### config.mk
export PLATFORM = sky130hd
export DESIGN_NAME = ring_bcast_bus
export DESIGN_NICKNAME = d
export VERILOG_FILES = /design/src/rtl/ring_bcast_bus.sv
export SDC_FILE = /design/constraint.sdc
export NUM_CORES = 1
export LEC_CHECK = 0
export BUFFER_PORTS_ARGS = -buffer_cell sky130_fd_sc_hd__buf_2
export CORE_MARGIN = 8
export CORE_UTILIZATION = 50
export DETAILED_ROUTE_END_ITERATION = 10
export GPL_TIMING_DRIVEN = 0
export PLACE_DENSITY = 0.76
export SYNTH_ARGS = -nofsm -noshare
export SYNTH_HDL_FRONTEND = slang
export SYNTH_SLANG_ARGS = --single-unit
### constraint.sdc
create_clock -name clk -period 4.36 [get_ports clk]
set_clock_uncertainty 0.2 [all_clocks]
set_input_delay 0.218 -clock clk [delete_from_list [all_inputs] [get_ports clk]]
set_output_delay 0.218 -clock clk [all_outputs]
set_load 0.01 [all_outputs]
### src/rtl/ring_bcast_bus.sv
module ring_bcast_bus #(
  parameter int N_CL  = 8,
  parameter int PAY_W = 16,
  parameter int BURST = 2,
  localparam int IDW  = (N_CL > 1) ? $clog2(N_CL) : 1
) (
  input  logic                   clk,
  input  logic                   rst_n,
  input  logic [N_CL-1:0]        tx_valid,
  input  logic [N_CL*PAY_W-1:0]  tx_payload,
  output logic [N_CL-1:0]        tx_ready,
  output logic [N_CL-1:0]        rx_valid,
  output logic [N_CL*IDW-1:0]    rx_src,
  output logic [N_CL*PAY_W-1:0]  rx_payload
);
  localparam int STG  = 2 * N_CL;
  localparam int CNTW = (BURST > 1) ? $clog2(BURST + 1) : 1;

  logic             sv   [STG];
  logic [IDW-1:0]   ssrc [STG];
  logic [PAY_W-1:0] spay [STG];

  logic [IDW-1:0]   tok_at;
  logic [CNTW-1:0]  burst_n;
  logic [N_CL-1:0]  in_busy;
  logic [N_CL-1:0]  grant;
  logic             any_grant;
  logic             release_tok;

  assign any_grant   = |grant;
  assign release_tok = !tx_valid[tok_at] || (any_grant && burst_n == CNTW'(BURST - 1));
  assign tx_ready    = grant;

  always_ff @(posedge clk) begin
    if (!rst_n) begin
      tok_at  <= '0;
      burst_n <= '0;
    end else if (release_tok) begin
      tok_at  <= (tok_at == IDW'(N_CL - 1)) ? '0 : tok_at + 1'b1;
      burst_n <= '0;
    end else if (any_grant) begin
      burst_n <= burst_n + 1'b1;
    end
  end

  for (genvar k = 0; k < N_CL; k++) begin : g_wr
    if (k == 0) begin : g_head
      assign in_busy[k] = 1'b0;
    end else begin : g_tail
      assign in_busy[k] = sv[k-1];
    end
    assign grant[k] = (tok_at == IDW'(k)) && tx_valid[k] && !in_busy[k];

    always_ff @(posedge clk) begin
      if (!rst_n) begin
        sv[k]   <= 1'b0;
        ssrc[k] <= '0;
        spay[k] <= '0;
      end else if (grant[k]) begin
        sv[k]   <= 1'b1;
        ssrc[k] <= IDW'(k);
        spay[k] <= tx_payload[k*PAY_W +: PAY_W];
      end else if (k == 0) begin
        sv[k]   <= 1'b0;
        ssrc[k] <= '0;
        spay[k] <= '0;
      end else begin
        sv[k]   <= sv[(k == 0) ? 0 : k-1];
        ssrc[k] <= ssrc[(k == 0) ? 0 : k-1];
        spay[k] <= spay[(k == 0) ? 0 : k-1];
      end
    end
  end

  for (genvar k = N_CL; k < STG; k++) begin : g_rd
    always_ff @(posedge clk) begin
      if (!rst_n) begin
        sv[k]   <= 1'b0;
        ssrc[k] <= '0;
        spay[k] <= '0;
      end else begin
        sv[k]   <= sv[k-1];
        ssrc[k] <= ssrc[k-1];
        spay[k] <= spay[k-1];
      end
    end
    assign rx_valid[k-N_CL]                       = sv[k];
    assign rx_src[(k-N_CL)*IDW +: IDW]            = ssrc[k];
    assign rx_payload[(k-N_CL)*PAY_W +: PAY_W]    = spay[k];
  end
endmodule

# After elaboration in Yosys (flattened, before gate mapping)
# Memory sizes are Yosys's and may differ from the RTL's.
# Cells that the tools add are included.
[totals]
reg_bits = 5
ramBits = 320
in_bits = 138
output_inout_bits = 168
elab_cells = 242
mem_count = 3
[mem_list]
columns = ["memory", "depth", "word_bits", "read_ports", "rd_clocked_by_memory_dff", "wr", "line", "source"]
rows = [
  ["spay", 16, 16, 16, 0, 16, "21", "logic [PAY_W-1:0] spay [STG];"],
  ["ssrc", 16, 3, 16, 0, 16, "20", "logic [IDW-1:0] ssrc [STG];"],
  ["sv", 16, 1, 16, 0, 16, "19", "logic sv [STG];"],
]
[classes]
add_sub_neg = 2
n_lt_le_gt_ge = 1
eq_ne = 8
muxes = 125
bitwise = 73
reduce_logical = 28
[op_table]
columns = ["op", "n"]
rows = [
  ["$mux 16", 24],
  ["$mux 1", 75],
  ["$mux 3", 25],
  ["$or 1x1->1", 72],
  ["$logic_and 1x1->1", 16],
  ["$eq 3x3->1 const B", 4],
  ["$logic_not 1->1", 8],
  ["$reduce_or 8->1", 1],
  ["$eq 3x2->1 const B", 2],
  ["$lt 3x4->1 const B", 1],
  ["$add 3x1->3 const B", 1],
  ["$bmux 1 s3", 1],
  ["$eq 3x1->1 const B", 1],
  ["$logic_not 3->1", 1],
  ["$add 2x1->2 const B", 1],
  ["$eq 2x1->1 const B", 1],
  ["$reduce_or 2->1", 1],
  ["$logic_or 1x1->1", 1],
  ["$not 1->1", 1],
]

# Logic depth before layout (Yosys ltp)
# Gate-level depths: netlist (run 1).
[logic_depth]
depth_word = 8
depth_mapped = 9

# Worst setup path after synthesis (run 1)
# No wires, ideal clock.
[synth_timing]
kind = "reg-to-reg"
from = "reg tok_at[0]"
to = "reg burst_n[1]"
t_arrival_ns = 1.970
slack_ns = 2.130
stages_incl_launch_ff = 9
n_path_buf = 0
cell_sequence = "dfxtp_1 > ha_1 > ha_1 > nand3b_2 > inv_1 > nor4_4 > nand4_4 > a22oi_4 > o2111a_1"
[synth_between]
elab_chain_cells = 7
elab_cells_between_ends = 30
classes_between = "7 x eq/ne; 2 x mux; 21 x reduce/logical"
[synth_rtl]
columns = ["item", "line", "source"]
rows = [
  ["start: declaration", "23", "logic [IDW-1:0] tok_at;"],
  ["start signal: assignment", "39", "tok_at <= (tok_at == IDW'(N_CL - 1)) ? '0 : tok_at + 1'b1;"],
  ["$eq 3x1->1, or another cell as far along", "52", "assign grant[k] = (tok_at == IDW'(k)) && tx_valid[k] && !in_busy[k];"],
  ["$logic_and 1x1->1 (2 in series)", "52", ""],
  ["$reduce_or 8->1", "30", "assign any_grant = |grant;"],
  ["$logic_and 1x1->1", "31", "assign release_tok = !tx_valid[tok_at] || (any_grant && burst_n == CNTW'(BURST - 1));"],
  ["$logic_or 1x1->1", "31", ""],
  ["$reduce_or 2->1 (no line)", "n/a", ""],
  ["end signal: assignment", "42", "burst_n <= burst_n + 1'b1;"],
  ["end: declaration", "24", "logic [CNTW-1:0] burst_n;"],
]
# Several ways; a longest one is shown, not always the timed one. The select of a mux whose other input is x is not followed.
# A chain may end at the register's enable or synchronous reset.

# Worst setup path after layout (run 1)
[layout_timing]
from = "reg tok_at[0]"
to = "out tx_ready[7]"
[layout_between]
elab_chain_cells = 3
[layout_rtl]
columns = ["item", "line", "source"]
rows = [
  ["$eq 3x3->1", "52", ""],
  ["$logic_and 1x1->1 (2 in series)", "52", ""],
  ["end: declaration", "11", "output logic [N_CL-1:0] tx_ready,"],
]
# No other way between the ends.

==> flow_metrics.py, run 1 <==
metrics = {
    "status": {
        "status": "finished, final reports clean",
    },
    "floorplan": {
        "start_util_pct": 50.3,
        "io_pins": 306,
        "die_w_um": 166,
        "num_rows": 55,
        "dieArea_sq_um": 27600,
        "die_h_um": 166,
        "coreArea_sq_um": 22400,
    },
    "global_route": {
        "top_usage_layer": "met2",
        "track_usage_pct": 24.4,
        "grt_max_degree": 17,
        "first_global_vias": 9894,
        "grtUsageMet1_pct": 22.9,
        "gr-usage-met2_pct": 48.2,
        "grt_use_met3_pct": 6.70,
        "gr-total-overflow": 0,
        "grt_pass1_wl_um": 52800,
        "antenna_found_initial": 3,
    },
    "synthesis": {
        "ys_seq_area_share_pct": 70.2,
        "synth_cell_types": 35,
        "netlist.area_leader.share_pct": 40.8,
        "synthTopCellsByCount": "nand2_1, dfxtp_1, and2_1",
        "ys_async_sr_fraction_pct": 0,
        "synth_area_per_cell_sq_um": 11.5,
        "synth_area_leaders": "edfxtp_1, dfxtp_1, and2_1",
        "synthFlopType": "dfxtp_1",
        "syn_area_sq_um": 11300,
        "synthMostInstantiatedCell": "nand2_1",
        "ys_seq_elements": 318,
        "synth_edf_count": 153,
        "synth_cells": 977,
        "yosysWarningCount": 0,
        "synth_top_area_cell": "edfxtp_1",
    },
    "worst_setup_path": {
        "cp_top_family": "buffers and inverters",
        "critical_path_peak_fanout": 10,
        "r2r_cells": 7,
        "r2r-start": "tok_at[0]",
        "cpMostUsedCell": "ha_1",
        "r2r-end": "spay[3][27]",
        "crit_slowest_cell": "dfxtp_1",
        "cp.arrival_ps": 2640,
        "crit_type": "reg -> out",
        "crit_path_cell_trace": "ha_1 -> ha_1 -> nand3b_2 -> inv_1 -> buf_1 -> buf_2",
        "cp_num_buf_inv": 3,
        "crit_required_ps": 3940,
        "endpoint_kind": "output port",
        "r2r_slack_ps": 1670,
        "setup.worst_path.start_class": "register",
        "critPathMaxStageDelay_ps": 500,
    },
    "hold_path": {
        "hold_path.startpoint": "tx_valid[1]",
        "min_path_type": "in -> reg",
        "min_to": "spay[0][20]",
        "min_path_cells": 4,
    },
    "cts": {
        "tritoncts": "built",
        "cts_root_buffer": "clkbuf_16",
        "cts-buffers-inserted": 31,
        "clk_latency_ps": 570,
        "path_clk_slew_ps": 60,
        "cts_resized": 0,
        "cts_sinks": 318,
        "htreeDepth": 1,
        "cts.path.max_buffers": 3,
    },
    "finish": {
        "nNetsFinal": 1742,
        "nFillCells": 1521,
        "drive_gt1_share_pct": 23.2,
        "area.growth.synth_to_final_pct": 43.7,
    },
    "routing": {
        "vias_per_cell": 4.81,
        "drc": 0,
        "drt_first_pass_iters": 5,
        "ant_nets": 0,
        "drt_iter0_drc": 552,
        "num_vias": 9193,
        "routed_wl_um": 34300,
        "wire_per_inst_um": 17.9,
    },
    "sta": {
        "hold_ws_ps": 53.2,
        "period_needed_ps": 3060,
        "grt_setup_unrepaired": "no",
        "tns_ps": 0,
        "worstMarginPinSlew_ps": 725,
        "finalMaxSlewViolations": 0,
        "period_share_pct": 70.2,
        "max_freq_mhz": 327,
        "relSlewSlack_pct": 51.7,
        "hold_viol": 0,
        "setup_viol": 0,
    },
    "power_and_ir_drop": {
        "comb_power_share_pct": 10.2,
        "p_clk_share_pct": 41.8,
        "p_switching_mw": 1.62,
        "powerDensity_nw_per_um2": 434,
        "vdd_drop_max_v": 0.000331,
        "netSwitchingFraction_pct": 23.1,
        "p_int_mw": 5.40,
        "p_leak_nw": 7.51,
        "seqPwrFrac_pct": 48.0,
    },
    "placement": {
        "port-buffer-count": 304,
        "detailed_place_hpwl_um": 23100,
        "gp_congestion": 0.845,
    },
    "flow_run": {
        "drv_cap": 0,
    },
}
-- per-stage QoR --
step / utilization (%) / instance area (sq um) / worst slack, ps / power, mW / std cells
2_1_floorplan: - / 11800 / 2130 / 3.78 / 1129
3_3_place_gp: 61.3 / 13700 / 1810 / 4.00 / 1718
3_5_place_dp: 61.3 / 13700 / 1760 / 4.02 / 1718
4_1_cts: 72.2 / 16200 / 1240 / 7.02 / 1907
5_1_grt: 72.3 / 16200 / 1080 / 7.27 / 1909
6_report: 72.3 / 16200 / 1300 / 7.02 / 1910
-- cells in the final DEF (no fill, tap or decap), types with 2 or more instances in the layout --
cell and instances:
clkinv_2 5, edfxtp_1 153, dlygate4sd3_1 131, inv_2 5, diode_2 3, mux4_2 2, dfxtp_1 165, inv_1 7
clkbuf_8 4, nand4_4 2, clkinv_1 4, bufinv_16 5, clkbuf_16 34, nor2_1 29, a21oi_1 116, buf_1 10
clkbuf_1 47, ha_1 7, nand2_1 230, mux2i_1 2, and3_1 22, buf_2 308, conb_1 153, and2_1 161
-- metal layers --
metal / share of wire, % / routed length (um)
met1: 33 / 11400
met2: 54 / 18500
met3: 8.3 / 2840
met4: 4.4 / 1510
met5: 0 / 0
-- registers in the layout, indices dropped and copies added, names as in the netlist --
| name | flops |
|---|---|
| sv | 16 |
| burst_n | 2 |
| tok_at | 3 |
| ssrc | 41 |
| spay | 256 |
-- power by group through the flow --
| stage | Combinational, mW | Clock [mW] | Sequential [mW] |
|---|---|---|---|
| 3_3_place_gp | 0.579 | 0 | 3.42 |
| 6_report | 0.717 | 2.94 | 3.37 |
| 2_1_floorplan | 0.364 | 0 | 3.42 |
| 5_1_grt | 0.783 | 3.11 | 3.38 |
| 4_1_cts | 0.689 | 2.96 | 3.36 |
| 3_5_place_dp | 0.592 | 0 | 3.43 |
-- cell type report --
class                      count  area, sq um  area share, %
clock buffer                  43          925           5.72
multi-input combinational    740         3650           22.6
buffer                        57          223           1.38
inverter                      14         52.6          0.325
clock inverter                15          220           1.36
timing repair buffer         435         2830           17.5
antenna                        3         7.51         0.0464
tap                          285          357           2.21
sequential                   318         7900           48.9
-- worst min-delay path: cells and delay by family --
| family | cells | cell delay (ps) |
|---|---|---|
| AOI/OAI and AO/OA | 1 | 130 |
| buffers and inverters | 1 | 120 |
| and+or+nand+nor | 2 | 220 |
-- how the worst max path moves through the flow --
stage,startpoint,endpoint,slack [ps],cells after the start
global route,tok_at[0],tx_ready[3],1080,8
CTS,tok_at[0],tx_ready[7],1240,6
global placement,tok_at[0],tok_at[0],1810,8
finish,tok_at[0],tx_ready[7],1300,6
floorplan,tok_at[0],burst_n[1],2130,8
detailed placement,tok_at[0],tok_at[0],1760,8
-- repair_timing --
item / 4_1_cts / 5_1_grt
buffers inserted: 0 / 0
endpoints found under the hold margin: 131 / 0
hold buffers: 131 / 0
-- cells by family after synthesis --
family | Yosys count | synth area share [%]
XOR/XNOR | 1 | 0.0778
adder cells (fa/ha/maj) | 7 | 0.778
AO/OA/AOI/OAI | 120 | 5.59
other | 1 | 0.0333
flip-flops | 318 | 70.2
multiplexers | 4 | 0.578
AND/OR/NAND/NOR | 455 | 20.3
buffers and inverters | 71 | 2.45
Power figures use the tool's default switching activity.
==> run 2: changes to the inputs <==
Clock period 4.36 ns to 2.9 ns, I/O delays scaled along.
==> flow_metrics.py, run 2 (synthesized netlist as in run 1, its figures left out) <==
metrics = {
    "cts": {
        "cts_sinks": 318,
        "tritoncts": "built",
        "cts_root_buffer": "clkbuf_16",
        "clk_latency_ps": 560,
        "path_clk_slew_ps": 60,
        "cts-buffers-inserted": 31,
        "cts.path.max_buffers": 3,
        "htreeDepth": 1,
        "post_cts_buffers": 0,
    },
    "finish": {
        "final_common_cell": "buf_2",
        "nFillCells": 1515,
        "multiInputGateArea_sq_um": 3650,
        "largest_reg_flops": 256,
        "area.growth.synth_to_final_pct": 45.0,
        "nNetsFinal": 1754,
        "post-route-util_pct": 73.0,
        "reg.largest.list": "spay: 256 flops, ssrc: 41 flops, sv: 16 flops",
        "final_cell_mix": "buf_2, nand2_1, dfxtp_1",
        "drive_gt1_share_pct": 23.4,
        "seqCellArea_sq_um": 7900,
        "top_register": "spay",
        "design_area_sq_um": 16300,
    },
    "status": {
        "status": "finished, final reports clean",
    },
    "floorplan": {
        "coreArea_sq_um": 22400,
        "num_rows": 55,
        "die_h_um": 166,
        "die_w_um": 166,
        "io_pins": 306,
        "dieArea_sq_um": 27600,
        "start_util_pct": 50.3,
    },
    "routing": {
        "drt_first_pass_iters": 5,
        "drc": 0,
        "drt_iter0_drc": 604,
        "routed_wl_um": 34500,
        "vias_per_cell": 4.82,
        "ant_nets": 0,
        "num_vias": 9265,
        "wire_per_inst_um": 17.9,
    },
    "sta": {
        "relSlewSlack_pct": 52.0,
        "tns_ps": 0,
        "hold_viol": 0,
        "hold_ws_ps": 27.4,
        "period_share_pct": 93.0,
        "worstMarginPinSlew_ps": 720,
        "layout_setup_ws_ps": 204,
        "period_needed_ps": 2700,
        "finalMaxSlewViolations": 0,
        "setup_viol": 0,
        "grt_setup_unrepaired": "no",
        "max_freq_mhz": 371,
    },
    "power_and_ir_drop": {
        "vdd_drop_max_v": 0.000491,
        "p_leak_nw": 7.59,
        "powerDensity_nw_per_um2": 649,
    },
    "placement": {
        "pre_cts_slack_ps": 300,
        "dpl_cell_area_sq_um": 13700,
        "gp_congestion": 0.845,
        "detailed_place_hpwl_um": 23100,
        "port-buffer-count": 304,
    },
    "hold_path": {
        "min_path_type": "in -> reg",
    },
    "global_route": {
        "grt_use_met3_pct": 6.82,
        "gr-total-overflow": 0,
        "grt_max_degree": 17,
        "gr-usage-met2_pct": 48.3,
        "grt_pass1_wl_um": 53500,
        "top_usage_layer": "met2",
        "track_usage_pct": 24.6,
        "first_global_vias": 9993,
        "antenna_found_initial": 4,
        "grtUsageMet1_pct": 23.2,
    },
    "flow_run": {
        "drv_cap": 0,
    },
    "worst_setup_path": {
        "crit_required_ps": 2560,
        "crit_type": "reg -> out",
        "cp.arrival_ps": 2350,
        "endpoint_kind": "output port",
        "setup.worst_path.start_class": "register",
        "critical_path_peak_fanout": 10,
    },
}
==> run 2: changes by cell type in the layout (fill, tap and decap cells not counted) <==
| cell | delta |
|---|---|
| dlygate4sd3_1 | +14 |
| buf_1 | -3 |
| dfxtp_1 | -3 |
| dfxtp_2 | +2 |
| buf_6 | +1 |
| clkbuf_1 | -1 |
| clkbuf_2 | +1 |
| clkinv_1 | -1 |
| clkinvlp_4 | +1 |
| dfxtp_4 | +1 |
==> run 2: through the flow <==
stage | std cells | power, mW
after floorplan | 1129 | 5.69
after global placement | 1718 | 6.01
after detailed placement | 1718 | 6.04
after CTS | 1921 | 10.6
after global routing | 1922 | 11.0
final | 1922 | 10.6
==> run 2: timing repair <==
action	CTS	global route
cloned	0	0
gates resized for setup	4	5
setup endpoints to repair	3	4
hold buffers	145	0
hold endpoints to repair	132	0
==> run 2: report_power, final <==
part	switching, mW	leakage (nW)	internal [mW]
clock network	1.73	0.565	2.69
logic	0.606	4.12	0.495
registers	0.102	2.91	4.97
total	2.44	7.59	8.15
==> run 2: area by class of cell <==
cell class	count	area share (%)
timing repair buffer	449	18.2
multi-input combinational	740	22.4
inverter	14	0.345
antenna	3	0.0460
clock buffer	43	5.67
buffer	55	1.37
tap	285	2.19
sequential	318	48.4
clock inverter	15	1.35
==> run 2: final timing paths <==
kind          startpoint          end  slack, ps  depth (start not counted)
max            tok_at[0]  tx_ready[3]        200                          8
min          tx_valid[1]  spay[0][16]         30                          4
max reg2reg    tok_at[0]   spay[3][1]        230                          8
min reg2reg  spay[5][12]  spay[5][28]        250                          1
==> run 2: worst max-delay path: stages, from the launching register on <==
cell        delay [ps]
dfxtp_4            400
ha_1               200
ha_1               180
nand2_1             50
or2_2              260
buf_2              190
clkinvlp_4         180
buf_6              170
buf_2              150
==> run 2: per-layer routing <==
layer	routed length [um]	share of wire [%]
met3	2690	7.8
met1	11600	34
met4	1570	4.6
met5	0	0
met2	18600	54
==> run 3: changes to the inputs <==
--- a/config.mk
+++ b/config.mk
@@ -8,8 +8,8 @@
 export BUFFER_PORTS_ARGS = -buffer_cell sky130_fd_sc_hd__buf_2
 export CORE_MARGIN = 8
-export CORE_UTILIZATION = 50
+export CORE_UTILIZATION = 47
 export DETAILED_ROUTE_END_ITERATION = 10
 export GPL_TIMING_DRIVEN = 0
-export PLACE_DENSITY = 0.76
+export PLACE_DENSITY = 0.75
 export SYNTH_ARGS = -nofsm -noshare
 export SYNTH_HDL_FRONTEND = slang
==> constraint.sdc (replaced) <==
create_clock -name clk -period 2.2 [get_ports clk]
set_clock_uncertainty 0.2 [all_clocks]
set_input_delay 0.44 -clock clk [delete_from_list [all_inputs] [get_ports clk]]
set_output_delay 0.44 -clock clk [all_outputs]
set_load 0.01 [all_outputs]
==> flow_metrics.py, run 3 (synthesized netlist as in run 1, its figures left out) <==
metrics = {
    "status": {
        "status": "finished with violations",
        "violations": "setup timing",
    },
    "finish": {
        "final_common_cell": "buf_2",
        "nNetsFinal": 1638,
        "post-route-util_pct": 65.1,
        "area.growth.synth_to_final_pct": 35.8,
        "largest_reg_flops": 256,
        "top_register": "spay",
        "final_cell_mix": "buf_2, nand2_1, dfxtp_1",
        "drive_gt1_share_pct": 28.1,
        "reg.largest.list": "spay: 256 flops, ssrc: 41 flops, sv: 16 flops",
    },
    "routing": {
        "num_vias": 8480,
        "ant_nets": 0,
        "drc": 0,
        "routed_wl_um": 30700,
        "drt_iter0_drc": 461,
        "drt_first_pass_iters": 5,
        "vias_per_cell": 4.62,
        "wire_per_inst_um": 16.7,
    },
    "cts": {
        "htreeDepth": 2,
        "cts_sinks": 318,
        "cts_root_buffer": "clkbuf_16",
        "tritoncts": "built",
        "cts.path.max_buffers": 3,
        "path_clk_slew_ps": 60,
        "clk_latency_ps": 500,
        "cts-buffers-inserted": 34,
    },
    "hold_path": {
        "min_path_type": "in -> reg",
    },
    "sta": {
        "worstMarginPinSlew_ps": 659,
        "grt_setup_unrepaired": "yes",
        "period_needed_ps": 2350,
        "period_share_pct": 107,
        "setup_viol": 12,
        "layout_setup_ws_ps": -146,
        "max_freq_mhz": 426,
        "finalMaxSlewViolations": 0,
        "hold_viol": 0,
        "relSlewSlack_pct": 56.0,
    },
    "placement": {
        "port-buffer-count": 304,
        "pre_cts_slack_ps": -486,
        "gp_congestion": 0.870,
        "detailed_place_hpwl_um": 23400,
    },
    "floorplan": {
        "dieArea_sq_um": 29200,
        "num_rows": 56,
        "io_pins": 306,
        "die_w_um": 171,
        "start_util_pct": 47.9,
        "die_h_um": 171,
        "coreArea_sq_um": 23500,
    },
    "worst_setup_path": {
        "crit_type": "reg -> out",
        "endpoint_kind": "output port",
        "critPathMaxStageDelay_ps": 400,
        "setup.worst_path.start_class": "register",
        "crit_slowest_cell": "dfxtp_4",
        "cp_num_buf_inv": 2,
        "cpMostUsedCell": "ha_4",
        "crit_path_cell_trace": "ha_4 -> ha_4 -> nand2_2 -> or2_4 -> clkinv_8 -> buf_6",
        "critical_path_peak_fanout": 5,
        "crit_required_ps": 1560,
        "cp_top_family": "flip-flops",
        "cp.arrival_ps": 1710,
    },
    "global_route": {
        "grt_pass1_wl_um": 45100,
        "track_usage_pct": 20.3,
        "antenna_found_initial": 5,
        "gr-total-overflow": 0,
        "first_global_vias": 8750,
        "grt_max_degree": 19,
    },
    "power_and_ir_drop": {
        "p_leak_nw": 7.12,
        "powerDensity_nw_per_um2": 887,
        "p_clk_share_pct": 40.1,
        "p_total_mw": 13.6,
        "p_switching_mw": 3.17,
        "p_int_mw": 10.4,
        "seqPwrFrac_pct": 49.3,
        "vdd_drop_max_v": 0.000470,
        "netSwitchingFraction_pct": 23.3,
        "comb_power_share_pct": 10.6,
    },
    "flow_run": {
        "drv_cap": 0,
    },
}
run 3: changes by cell type in the layout (fill, tap and decap cells not counted), sizes merged:
cell | before | now
inv | 14 | 13
clkbuf | 85 | 86
dlygate4sd3 | 145 | 0
clkinvlp | 1 | 0
bufinv | 5 | 1
buf | 317 | 347
diode | 3 | 1
run 3: repair_timing:
item,CTS,global route
pin swaps,13,10
gates cloned,0,0
gates resized for setup,65,16
buffers inserted,22,8
setup endpoints to repair,97,31
hold buffers,0,0
run 3: routing by layer:
layer	track usage, %	vias up	part of all wire, %	wire, um
li1	-	4133	-	-
met1	19.2	3891	33	10100
met2	39.4	370	53	16300
met3	6.22	78	11	3240
met4	8.96	8	3.5	1070
met5	0	-	0.15	46
run 3: cell type report:
cell class | count | area, sq um
Fill cell | 1858 | 8190
Sequential cell | 318 | 7910
Multi-Input combinational cell | 740 | 3740
Timing Repair Buffer | 334 | 1800
Clock buffer | 48 | 975
Tap cell | 319 | 399
Buffer | 51 | 272
Clock inverter | 9 | 96.3
Inverter | 14 | 92.6
Antenna cell | 1 | 2.50
run 3: worst paths after layout:
kind / startpoint / to / slack [ps] / depth (start not counted)
setup / recovery: tok_at[1] / tx_ready[3] / -150 / 6
hold reg to reg: spay[3][28] / spay[4][12] / 230 / 1
setup reg to reg: tok_at[0] / tok_at[0] / -110 / 9
hold / removal: tx_payload[5] / spay[0][5] / 40 / 2
run 3: worst reg2reg max path, cell delays in order (launching register included):
cell and delay [ps]:
dfxtp_4 370, buf_4 150, ha_4 180, nand4b_4 100, inv_4 40, buf_4 140
nor4_4 360, nand4_4 180, a22oi_4 290, mux2i_1 220
run 3: power groups by stage:
stage	registers (mW)	clock network [mW]	logic, mW
2_1_floorplan	6.78	0	0.723
3_3_place_gp	6.77	0	1.15
3_5_place_dp	6.79	0	1.18
4_1_cts	6.67	5.53	1.37
5_1_grt	6.70	5.77	1.58
6_report	6.68	5.44	1.44
run 3: through the flow:
| stage | setup TNS, ps | area (sq um) | std cells | hold WS [ps] |
|---|---|---|---|---|
| after floorplan | 0 | 11800 | 1129 | 226 |
| after global placement | -23370 | 13700 | 1752 | 229 |
| after detailed placement | -25440 | 13700 | 1752 | 233 |
| after CTS | -678 | 15200 | 1828 | 32.0 |
| after global routing | -1630 | 15300 | 1833 | 45.8 |
| final | -936 | 15300 | 1834 | 44.7 |
